===== config.mk =====
export PLATFORM = sky130hd
export DESIGN_NAME = gate_array_emu
export DESIGN_NICKNAME = d
export VERILOG_FILES = /design/src/rtl/emu_pkg.sv /design/src/rtl/emu_step_ctrl.sv /design/src/rtl/emu_gate_proc.sv /design/src/rtl/emu_signal_store.sv /design/src/rtl/gate_array_emu.sv
export SDC_FILE = /design/constraint.sdc
export NUM_CORES = 2
export LEC_CHECK = 0
export BUFFER_PORTS_ARGS = -buffer_cell sky130_fd_sc_hd__buf_2
export CAP_MARGIN = 0
export CORE_UTILIZATION = 57
export DETAILED_ROUTE_END_ITERATION = 10
export PLACE_DENSITY_LB_ADDON = 0.08
export SLEW_MARGIN = 20
export SYNTH_ARGS = -nofsm -noshare
export SYNTH_HDL_FRONTEND = slang
export SYNTH_SLANG_ARGS = --single-unit

===== constraint.sdc =====
create_clock -name clk -period 7.9 [get_ports clk]
set_clock_uncertainty 0.1 [all_clocks]
set_input_delay 1.58 -clock clk [delete_from_list [all_inputs] [get_ports clk]]
set_output_delay 1.58 -clock clk [all_outputs]
set_load 0.02 [all_outputs]

===== src/rtl/emu_pkg.sv =====
package emu_pkg;

   typedef enum logic [1:0] {
      ST_IDLE   = 2'd0,
      ST_RUN    = 2'd1,
      ST_COMMIT = 2'd2
   } emu_state_e;

   localparam int TT_BITS    = 16;
   localparam int GATE_FANIN = 4;

   function automatic logic lut_eval(input logic [TT_BITS-1:0] tt,
                                     input logic [GATE_FANIN-1:0] sel);
      return tt[sel];
   endfunction

endpackage


===== src/rtl/emu_step_ctrl.sv =====
module emu_step_ctrl
   import emu_pkg::*;
#(
   parameter int STEP_W = 4
) (
   input  logic              clk,
   input  logic              rst_n,
   input  logic              start_i,
   input  logic [STEP_W-1:0] last_step_i,
   output logic              load_o,
   output logic              run_o,
   output logic              commit_o,
   output logic              done_o,
   output logic [STEP_W-1:0] step_o
);

   emu_state_e        state_q;
   logic [STEP_W-1:0] step_q;
   logic [STEP_W-1:0] last_q;
   logic              done_q;

   assign load_o   = start_i && (state_q == ST_IDLE);
   assign run_o    = (state_q == ST_RUN);
   assign commit_o = (state_q == ST_COMMIT);
   assign done_o   = done_q;
   assign step_o   = step_q;

   always_ff @(posedge clk or negedge rst_n) begin
      if (!rst_n) begin
         state_q <= ST_IDLE;
         step_q  <= '0;
         last_q  <= '0;
         done_q  <= 1'b0;
      end else begin
         done_q <= 1'b0;
         unique case (state_q)
            ST_IDLE: begin
               if (start_i) begin
                  state_q <= ST_RUN;
                  step_q  <= '0;
                  last_q  <= last_step_i;
               end
            end
            ST_RUN: begin
               if (step_q == last_q) state_q <= ST_COMMIT;
               else                  step_q  <= step_q + 1'b1;
            end
            ST_COMMIT: begin
               state_q <= ST_IDLE;
               done_q  <= 1'b1;
            end
            default: state_q <= ST_IDLE;
         endcase
      end
   end

   AST_STEP_IN_RANGE: assert property (@(posedge clk) disable iff (!rst_n)
      run_o |-> (step_q <= last_q));
   AST_STEP_ADVANCE: assert property (@(posedge clk) disable iff (!rst_n)
      (run_o && step_q != last_q) |=> (run_o && step_q == STEP_W'($past(step_q) + 1'b1)));
   AST_DONE_SINGLE: assert property (@(posedge clk) disable iff (!rst_n)
      done_q |=> !done_q);
   AST_COMMIT_THEN_DONE: assert property (@(posedge clk) disable iff (!rst_n)
      commit_o |=> (done_q && !run_o));

endmodule


===== src/rtl/emu_gate_proc.sv =====
module emu_gate_proc
   import emu_pkg::*;
#(
   parameter int ADDR_W  = 6,
   parameter int DEPTH   = 16,
   parameter int STEP_W  = 4,
   parameter int INSTR_W = 47
) (
   input  logic               clk,
   input  logic               ld_en_i,
   input  logic [STEP_W-1:0]  ld_step_i,
   input  logic [INSTR_W-1:0] ld_word_i,
   input  logic               run_i,
   input  logic [STEP_W-1:0]  step_i,
   input  logic [(1<<ADDR_W)-1:0] store_i,
   output logic               wr_en_o,
   output logic [ADDR_W-1:0]  wr_addr_o,
   output logic               wr_data_o
);

   localparam int DST_LSB = GATE_FANIN * ADDR_W;
   localparam int TT_LSB  = DST_LSB + ADDR_W;
   localparam int VLD_BIT = TT_LSB + TT_BITS;

   logic [INSTR_W-1:0]    imem [DEPTH];
   logic [INSTR_W-1:0]    inst;
   logic [GATE_FANIN-1:0] sel;

   always_ff @(posedge clk) begin
      if (ld_en_i) imem[ld_step_i] <= ld_word_i;
   end

   assign inst = imem[step_i];

   for (genvar k = 0; k < GATE_FANIN; k++) begin : g_operand
      assign sel[k] = store_i[inst[k*ADDR_W +: ADDR_W]];
   end

   assign wr_en_o   = run_i && inst[VLD_BIT];
   assign wr_addr_o = inst[DST_LSB +: ADDR_W];
   assign wr_data_o = lut_eval(inst[TT_LSB +: TT_BITS], sel);

endmodule


===== src/rtl/emu_signal_store.sv =====
module emu_signal_store #(
   parameter int ADDR_W   = 6,
   parameter int NUM_PROC = 4,
   parameter int NUM_PI   = 8,
   parameter int NUM_REG  = 8
) (
   input  logic                             clk,
   input  logic                             rst_n,
   input  logic                             load_i,
   input  logic [NUM_PI-1:0]                pi_i,
   input  logic [NUM_REG-1:0]               reg_i,
   input  logic [NUM_PROC-1:0]              wr_en_i,
   input  logic [NUM_PROC-1:0][ADDR_W-1:0]  wr_addr_i,
   input  logic [NUM_PROC-1:0]              wr_data_i,
   output logic [(1<<ADDR_W)-1:0]           store_o
);

   localparam int STORE_N = 1 << ADDR_W;

   logic [STORE_N-1:0] store_q;

   // Later processors in the loop override earlier ones on an address clash.
   always_ff @(posedge clk or negedge rst_n) begin
      if (!rst_n) begin
         store_q <= '0;
      end else if (load_i) begin
         store_q[0 +: NUM_PI]       <= pi_i;
         store_q[NUM_PI +: NUM_REG] <= reg_i;
      end else begin
         for (int p = 0; p < NUM_PROC; p++) begin
            if (wr_en_i[p]) store_q[wr_addr_i[p]] <= wr_data_i[p];
         end
      end
   end

   assign store_o = store_q;

   AST_LOAD_INPUTS: assert property (@(posedge clk) disable iff (!rst_n)
      load_i |=> (store_q[0 +: NUM_PI] == $past(pi_i)));
   AST_LOAD_REGS: assert property (@(posedge clk) disable iff (!rst_n)
      load_i |=> (store_q[NUM_PI +: NUM_REG] == $past(reg_i)));
   AST_QUIET_HOLD: assert property (@(posedge clk) disable iff (!rst_n)
      (!load_i && wr_en_i == '0) |=> $stable(store_q));

endmodule


===== src/rtl/gate_array_emu.sv =====
module gate_array_emu
   import emu_pkg::*;
#(
   parameter int NUM_PROC   = 4,
   parameter int ADDR_W     = 6,
   parameter int STEP_DEPTH = 16,
   parameter int NUM_PI     = 8,
   parameter int NUM_REG    = 8,
   parameter int NUM_PO     = 8,
   parameter int NXT_BASE   = 16,
   parameter int PO_BASE    = 24,
   localparam int STEP_W    = $clog2(STEP_DEPTH),
   localparam int PROC_W    = $clog2(NUM_PROC),
   localparam int INSTR_W   = (GATE_FANIN + 1) * ADDR_W + TT_BITS + 1
) (
   input  logic               clk,
   input  logic               rst_n,
   input  logic               ld_en_i,
   input  logic [PROC_W-1:0]  ld_proc_i,
   input  logic [STEP_W-1:0]  ld_step_i,
   input  logic [INSTR_W-1:0] ld_word_i,
   input  logic [STEP_W-1:0]  last_step_i,
   input  logic               start_i,
   input  logic [NUM_PI-1:0]  pi_i,
   output logic               done_o,
   output logic [NUM_PO-1:0]  po_o
);

   localparam int STORE_N = 1 << ADDR_W;

   if (NUM_PROC < 2) begin : g_chk_proc
      $error("NUM_PROC must be at least 2");
   end
   if ((1 << STEP_W) != STEP_DEPTH) begin : g_chk_depth
      $error("STEP_DEPTH must be a power of two");
   end
   if (NXT_BASE < NUM_PI + NUM_REG) begin : g_chk_nxt
      $error("next-state window overlaps inputs or registers");
   end
   if (PO_BASE < NXT_BASE + NUM_REG || PO_BASE + NUM_PO > STORE_N) begin : g_chk_po
      $error("output window misplaced");
   end

   logic                            load, run, commit;
   logic [STEP_W-1:0]               step;
   logic [STORE_N-1:0]              store;
   logic [NUM_PROC-1:0]             wr_en;
   logic [NUM_PROC-1:0][ADDR_W-1:0] wr_addr;
   logic [NUM_PROC-1:0]             wr_data;
   logic [NUM_REG-1:0]              reg_q;
   logic [NUM_PO-1:0]               po_q;

   emu_step_ctrl #(.STEP_W(STEP_W)) i_ctrl (
      .clk         (clk),
      .rst_n       (rst_n),
      .start_i     (start_i),
      .last_step_i (last_step_i),
      .load_o      (load),
      .run_o       (run),
      .commit_o    (commit),
      .done_o      (done_o),
      .step_o      (step)
   );

   for (genvar p = 0; p < NUM_PROC; p++) begin : g_proc
      emu_gate_proc #(
         .ADDR_W  (ADDR_W),
         .DEPTH   (STEP_DEPTH),
         .STEP_W  (STEP_W),
         .INSTR_W (INSTR_W)
      ) i_proc (
         .clk       (clk),
         .ld_en_i   (ld_en_i && (ld_proc_i == PROC_W'(p))),
         .ld_step_i (ld_step_i),
         .ld_word_i (ld_word_i),
         .run_i     (run),
         .step_i    (step),
         .store_i   (store),
         .wr_en_o   (wr_en[p]),
         .wr_addr_o (wr_addr[p]),
         .wr_data_o (wr_data[p])
      );
   end

   emu_signal_store #(
      .ADDR_W   (ADDR_W),
      .NUM_PROC (NUM_PROC),
      .NUM_PI   (NUM_PI),
      .NUM_REG  (NUM_REG)
   ) i_store (
      .clk       (clk),
      .rst_n     (rst_n),
      .load_i    (load),
      .pi_i      (pi_i),
      .reg_i     (reg_q),
      .wr_en_i   (wr_en),
      .wr_addr_i (wr_addr),
      .wr_data_i (wr_data),
      .store_o   (store)
   );

   always_ff @(posedge clk or negedge rst_n) begin
      if (!rst_n) begin
         reg_q <= '0;
         po_q  <= '0;
      end else if (commit) begin
         reg_q <= store[NXT_BASE +: NUM_REG];
         po_q  <= store[PO_BASE +: NUM_PO];
      end
   end

   assign po_o = po_q;

   AST_REG_HOLD: assert property (@(posedge clk) disable iff (!rst_n)
      !commit |=> $stable(reg_q));
   AST_PO_HOLD: assert property (@(posedge clk) disable iff (!rst_n)
      !commit |=> $stable(po_q));
   AST_NXT_CAPTURE: assert property (@(posedge clk) disable iff (!rst_n)
      commit |=> (reg_q == $past(store[NXT_BASE +: NUM_REG])));
   AST_NO_WRITE_IDLE: assert property (@(posedge clk) disable iff (!rst_n)
      !run |-> (wr_en == '0));

endmodule


Word-level counts from Yosys, hierarchy flattened
Memory sizes are Yosys's and may differ from the RTL's.
Cells that the tools add are included.
{"block": "totals", "reg_bits": 91, "ram_bits": 3008, "inputBits": 69, "word_cells": 144, "n_memories": 4}
{"block": "classes", "n_addsub": 1, "n_lt_le_gt_ge": 28, "eq_ne": 9, "n_mux": 75, "n_reduce_logical": 19}
{"name": "g_proc[0].i_proc.imem", "depth": 16, "width": 47, "read_ports": 1, "rd_clocked_by_memory_dff": 0, "write_ports": 1, "line_no": "emu_gate_proc.sv:25", "source": "logic [INSTR_W-1:0] imem [DEPTH];"}
{"name": "g_proc[1].i_proc.imem", "depth": 16, "width": 47, "read_ports": 1, "rd_clocked_by_memory_dff": 0, "write_ports": 1, "line_no": "emu_gate_proc.sv:25"}
{"name": "g_proc[2].i_proc.imem", "depth": 16, "width": 47, "read_ports": 1, "rd_clocked_by_memory_dff": 0, "write_ports": 1, "line_no": "emu_gate_proc.sv:25"}
{"name": "g_proc[3].i_proc.imem", "depth": 16, "width": 47, "read_ports": 1, "rd_clocked_by_memory_dff": 0, "write_ports": 1, "line_no": "emu_gate_proc.sv:25"}
{"operator": "64-bit two-way mux", "n": 7}
{"operator": "64-bit bitwise mux", "n": 4}
{"operator": "6-bit by 7-bit < comparator with 1-bit output, second input constant", "n": 20}
{"operator": "1-bit binary-select mux with 6-bit select", "n": 16}
{"operator": "1-bit two-way mux", "n": 33}
{"operator": "1-bit demux with 6-bit select", "n": 4}
{"operator": "6-bit by 1-bit greater-or-equal comparator with 1-bit output, second input constant", "n": 4}
{"operator": "4-bit by 5-bit < comparator with 1-bit output, second input constant", "n": 4}
{"operator": "1-bit binary-select mux with 4-bit select", "n": 4}
{"operator": "16-bit two-way mux", "n": 1}
{"operator": "1-bit logical AND", "n": 13}
{"operator": "4-bit two-way mux", "n": 2}
{"operator": "4-bit one-hot mux with 2 select lines", "n": 1}
{"operator": "2-bit == test, second input constant", "n": 3}
{"operator": "2-bit inequality test, second input constant", "n": 3}
{"operator": "4-bit by 1-bit adder with 4-bit output, second input constant", "n": 1}
{"operator": "2-bit by 1-bit == test with 1-bit output, second input constant", "n": 2}
{"operator": "4-bit == test", "n": 1}
{"operator": "2-bit logical NOT", "n": 2}
{"operator": "2-bit two-way mux", "n": 2}
{"operator": "2-bit one-hot mux with 2 select lines", "n": 1}
{"operator": "2-bit AND reduction", "n": 2}
{"operator": "3-bit AND reduction", "n": 1}
{"operator": "2-bit nonzero test", "n": 1}

Logic depth before layout (Yosys ltp)
An unclocked memory read counts as a cell.
{"block": "logic_depth", "ltp_word": 17, "mapped_depth": 26, "mapped_depth_nobuf": 14}

By module
Synthesis repeated with hierarchy kept, for this count alone.
{"block": "unflattened", "hier_cells": 6672, "area_unflattened_um2": 133645.7}
{"mod": "emu_gate_proc", "n_inst": 4, "cells_per_inst": 1432, "area_per_inst_um2": 31381.3, "seq_area_each_um2": 22581.7}
{"mod": "emu_signal_store", "n_inst": 1, "cells_per_inst": 856, "area_per_inst_um2": 6920.4, "seq_area_each_um2": 1601.5}
{"mod": "gate_array_emu", "n_inst": 1, "cells_per_inst": 38, "area_per_inst_um2": 680.7, "seq_area_each_um2": 400.4}
{"mod": "emu_step_ctrl", "n_inst": 1, "cells_per_inst": 50, "area_per_inst_um2": 519.2, "seq_area_each_um2": 275.3}

Worst setup path before layout
Ideal clock, no wire load.
{"block": "synth_timing", "path_kind": "flip-flop to flip-flop", "from": "reg i_ctrl.step_q[0] (netlist: i_ctrl.step_o[0])", "to": "reg i_store.store_q[45] (netlist: i_store.store_o[45])", "setup_time_ns": 0.133, "arrival_ns": 4.875, "t_required_ns": 7.667, "path_slack_ns": 2.793, "path_stages_with_launch": 21, "n_path_buf": 13, "period_less_slack_ns": 5.107, "path_cell_list": "dfrtp_1 buf_4 buf_6 buf_6 buf_6 buf_6 buf_6 buf_6 buf_6 buf_6 buf_6 buf_6 buf_2 mux4_2 mux4_2 mux2_2 o2111ai_2 nand4_1 buf_2 a2111oi_2 nor3_1"}
{"block": "synth_via", "elab_chain_cells": 16, "word_cells_on_any_way": 79, "cone_classes": "order compare (8); mux (59); reduce/logical (8); memory (4)"}
{"item": "from (decl)", "line_no": "emu_step_ctrl.sv:18", "source": "logic [STEP_W-1:0] step_q;"}
{"item": "from (signal assigned)", "line_no": "emu_step_ctrl.sv:46", "source": "else step_q <= step_q + 1'b1;"}
{"item": "memory 16 x 47 bit"}
{"item": "1-bit binary-select mux with 6-bit select (tied with other cells)", "line_no": "emu_gate_proc.sv:36", "source": "assign sel[k] = store_i[inst[k*ADDR_W +: ADDR_W]];"}
{"item": "1-bit two-way mux (implied by the code) / 1-bit logical AND (equally long branches)", "line_no": "emu_gate_proc.sv:36, emu_signal_store.sv:31"}
{"item": "1-bit binary-select mux with 4-bit select / 1-bit two-way mux (equally long branches)", "line_no": "emu_pkg.sv:14, emu_signal_store.sv:31"}
{"item": "1-bit two-way mux (implied by the code) / 1-bit demux with 6-bit select (equally long branches)"}
{"item": "64-bit bitwise mux", "line_no": "emu_signal_store.sv:31", "source": "if (wr_en_i[p]) store_q[wr_addr_i[p]] <= wr_data_i[p];"}
{"item": "64-bit two-way mux", "line_no": "emu_signal_store.sv:31"}
{"item": "64-bit two-way mux", "line_no": "emu_signal_store.sv:26", "source": "end else if (load_i) begin"}
{"item": "64-bit bitwise mux", "line_no": "emu_signal_store.sv:31"}
{"item": "64-bit two-way mux", "line_no": "emu_signal_store.sv:31"}
{"item": "64-bit two-way mux", "line_no": "emu_signal_store.sv:26"}
{"item": "64-bit bitwise mux", "line_no": "emu_signal_store.sv:31"}
{"item": "64-bit two-way mux", "line_no": "emu_signal_store.sv:31"}
{"item": "64-bit two-way mux", "line_no": "emu_signal_store.sv:26"}
{"item": "64-bit bitwise mux", "line_no": "emu_signal_store.sv:31"}
{"item": "64-bit two-way mux (*)", "line_no": "emu_signal_store.sv:31"}
{"item": "to (signal, indexed assignment)", "line_no": "emu_signal_store.sv:27", "source": "store_q[0 +: NUM_PI] <= pi_i;"}
{"item": "to (signal, indexed assignment)", "line_no": "emu_signal_store.sv:28", "source": "store_q[NUM_PI +: NUM_REG] <= reg_i;"}
{"item": "to (signal, indexed assignment)", "line_no": "emu_signal_store.sv:31"}
{"item": "to (decl)", "line_no": "emu_signal_store.sv:20", "source": "logic [STORE_N-1:0] store_q;"}
Every way passes the cells marked *; elsewhere a longest branch is shown, timed or not. The select of a mux whose other input is x is not followed.
A chain may end at the register's enable or synchronous reset.

Final worst setup path
{"block": "layout_timing", "from": "reg i_ctrl.step_q[1] (netlist: i_ctrl.step_o[1])", "to": "reg i_store.store_q[40] (netlist: i_store.store_o[40])"}
Same word-level chain as after synthesis.

==> impl_metrics.toml <==
[status]
status = "complete, no violations"

[worst_setup_path]
r2r-end = "i_store.store_o[40]"
cp_max_fo = 85
reg2reg_depth = 19
path_cells = "buf_12 > buf_4 > mux4_2 > mux2i_4 > buf_4 > mux2i_1 > nor2_1 > a21oi_1 > mux2i_1 > mux2_2 > a2111oi_0 > o311a_1 > mux2i_1 > mux2i_2 > buf_12 > or2_1 > buf_12 > o22ai_1 > a211oi_1"
r2r_start = "i_ctrl.step_o[1]"
cp.arrival_ns = 8.10
critPathRequiredTime_ns = 8.59
cp.depth = 19
crit_type = "flip-flop to flip-flop"
crit_buf_inv = 5
cp_top_family = "multiplexers"
startpoint = "i_ctrl.step_o[1]"
r2r_setup_slack_ns = 0.48
slowest_stage = "o311a_1"
cpPeakStageDelay_ns = 0.76
end_kind = "flip-flop"
startpoint_type = "flip-flop"

[sta]
tightest_slew_ns = 1.36
fmax_mhz = 135
fin_tns_setup_ns = 0
whs_ns = 0.380
fin_crit_ns = 7.42
slew_viol_final = 0
setup-violations-final = 0
fin_ws_ns = 0.482
rsz0062_at_grt = "no"
hold_viol_final = 0
max_slew_margin_pct = 9.60
finalCritPeriodShare_pct = 93.9

[logic_synthesis]
syn_nets = 7222
ys_seq_elements = 3099
syn_avg_cell_area_um2 = 18.7
syn_inst = 7152
synth_flop_cell = "edfxtp_1"
ys_types = 105
yosys_warnings = 0
synth-seq-area-share_pct = 69.2
synth_edf_count = 3008
syn_area_um2 = 134000
synth_async_sr_flop_share_pct = 2.94

[floorplan]
start_util_pct = 57.4
pin_count = 78
die_w_um = 487
die_h_um = 487
rows = 177
core_area_um2 = 233000
die-area_um2 = 237000

[cells_and_area]
synthToLayoutAreaGrowth_pct = 11.3
fin_nets = 7419
final_cells = 10700
multi_input_area_um2 = 38700
layout-drive-gt1-share_pct = 26.7
fin_util_pct = 63.9
final_common_cell = "edfxtp_1"
fillers = 15900
layout_common_cells = "edfxtp_1, mux4_2, nand2_1, clkbuf_16, buf_4"
final_area_um2 = 149000
regArea_um2 = 92700

[global_route]
track_usage_pct = 36.8
grt.overflow.total = 0
grt_pass1_wl_um = 598000
antenna_found_initial = 33
grt_pass1_vias = 75500
grt_max_degree = 141

[clocking]
htreeDepth = 5
cts_root_buffer = "clkbuf_16"
insertion_delay_ns = 0.97
clkSinkCount = 3099
cts_made_buffers = 330
cts_tree = "done"
clockBufferDepth = 4
clk_pin_slew_ns = 0.06

[power]
irDropWorstVdd_v = 0.00103
combPwrFrac_pct = 43.5
p_per_area_nw_per_um2 = 402
p_sw_share_pct = 39.0
internal-power_mw = 36.5
p_seq_share_pct = 31.7
clkPwrFrac_pct = 24.8
switchingPower_mw = 23.4
p_total_mw = 59.9
p_leak_nw = 46.8

[min_path]
hold_depth = 2
holdCritStartpoint = "po_o[3]"
hp-class = "flip-flop to flip-flop"
hold_end = "po_o[3]"

[detailed_routing]
first_iter_violations = 12400
ant_nets = 0
via_per_inst = 7.25
remaining_drc_errors = 0
wl_um = 434000
num_vias = 77900
dr.pass1.iters = 8
wl_per_cell_um = 40.4

[placement]
dp_cells = 10100
hpwl_um = 249000
gp_congestion = 0.991
dpl_cell_area_um2 = 139000
port_buffers = 77
place_ws_ns = 0.482

[run]
drv_cap = 0
-- routing by layer --
metal / global-route usage [%] / share of wire, %
met4: 15.8 / 4.9
met1: 52.0 / 38
met3: 8.95 / 12
met5: 0.0816 / 0.038
met2: 55.3 / 45
-- cells by family after synthesis --
| family | after synthesis | share of synthesized area (%) |
|---|---|---|
| AO/OA/AOI/OAI | 1120 | 5.92 |
| XOR/XNOR | 6 | 0.0393 |
| adder cells (fa/ha/maj) | 1 | 0.00935 |
| buffers and inverters | 590 | 2.31 |
| flip-flops | 3099 | 69.2 |
| multiplexers | 1271 | 18.8 |
| AND/OR/NAND/NOR | 1065 | 3.72 |
-- what timing repair did --
item / CTS / global route
setup endpoints to repair: 0 / 10
gates resized for setup: 0 / 1
hold buffers: 0 / 0
setup buffers: 0 / 0
-- state kept, by name, indices dropped and copies added (netlist names) --
register and cells:
g_proc.i_proc.imem 3008, i_ctrl.done_o 1, i_ctrl.last_q 4, i_ctrl.state_q 2
i_ctrl.step_o 4, i_store.store_o 64, po_o 8, reg_q 8
-- cell usage after synthesis, drive strengths merged, types with 8 or more instances --
library cell,number,area share [%]
mux2i,225,1.7
mux4,985,17
dfrtp,91,1.7
nand4,22,0.10
a41o,9,0.067
and3,29,0.14
nand2,412,1.2
nand3b,8,0.045
mux2,61,0.51
nand2b,41,0.19
a31oi,27,0.14
a2111oi,26,0.19
o21ai,228,0.86
nor2,252,0.74
nor4,14,0.075
nor2b,55,0.26
inv,75,0.21
o221ai,26,0.17
or2,25,0.12
o2111a,38,0.32
a221o,18,0.13
a32oi,17,0.11
a211o,18,0.12
buf,289,1.5
a21o,17,0.095
o22ai,136,0.64
o22a,34,0.22
a22oi,36,0.21
a22o,15,0.098
a311oi,14,0.092
o211ai,60,0.34
or3,10,0.047
nand3,86,0.32
a211oi,107,0.60
o311ai,9,0.059
clkbuf,226,0.64
and2,36,0.17
o2111ai,15,0.12
nor3,51,0.21
a21oi,166,0.62
edfxtp,3008,67
a221oi,36,0.27
-- final cells by class --
type	count	share of cell area (%)
timing repair buffer	380	2.07
antenna	13	0.0218
multi-input combinational	3463	26.0
tap	3132	2.63
clock inverter	179	1.04
inverter	75	0.194
clock buffer	399	5.85
sequential	3099	62.2
-- how the worst max path moves through the flow --
stage and endpoint:
2_1_floorplan i_store.store_o[45], 3_3_place_gp i_store.store_o[62], 3_5_place_dp i_store.store_o[17], 4_1_cts i_store.store_o[61]
5_1_grt i_store.store_o[53], 6_report i_store.store_o[40]
-- power by group through the flow --
stage	Sequential, mW	Clock (mW)	Combinational, mW
after floorplan	18.8	0	16.3
final	19.0	14.9	26.0
after detailed placement	19.3	0	25.1
after global routing	18.9	15.6	26.7
after global placement	19.3	0	24.9
after CTS	18.9	15.0	25.1
-- worst min-delay path, stage by stage, from the launching register on --
cell and delay [ns]:
dfrtp_1 0.34, nand2_1 0.05, o21ai_0 0.06
Note: power is estimated with default switching activity, not from simulation.
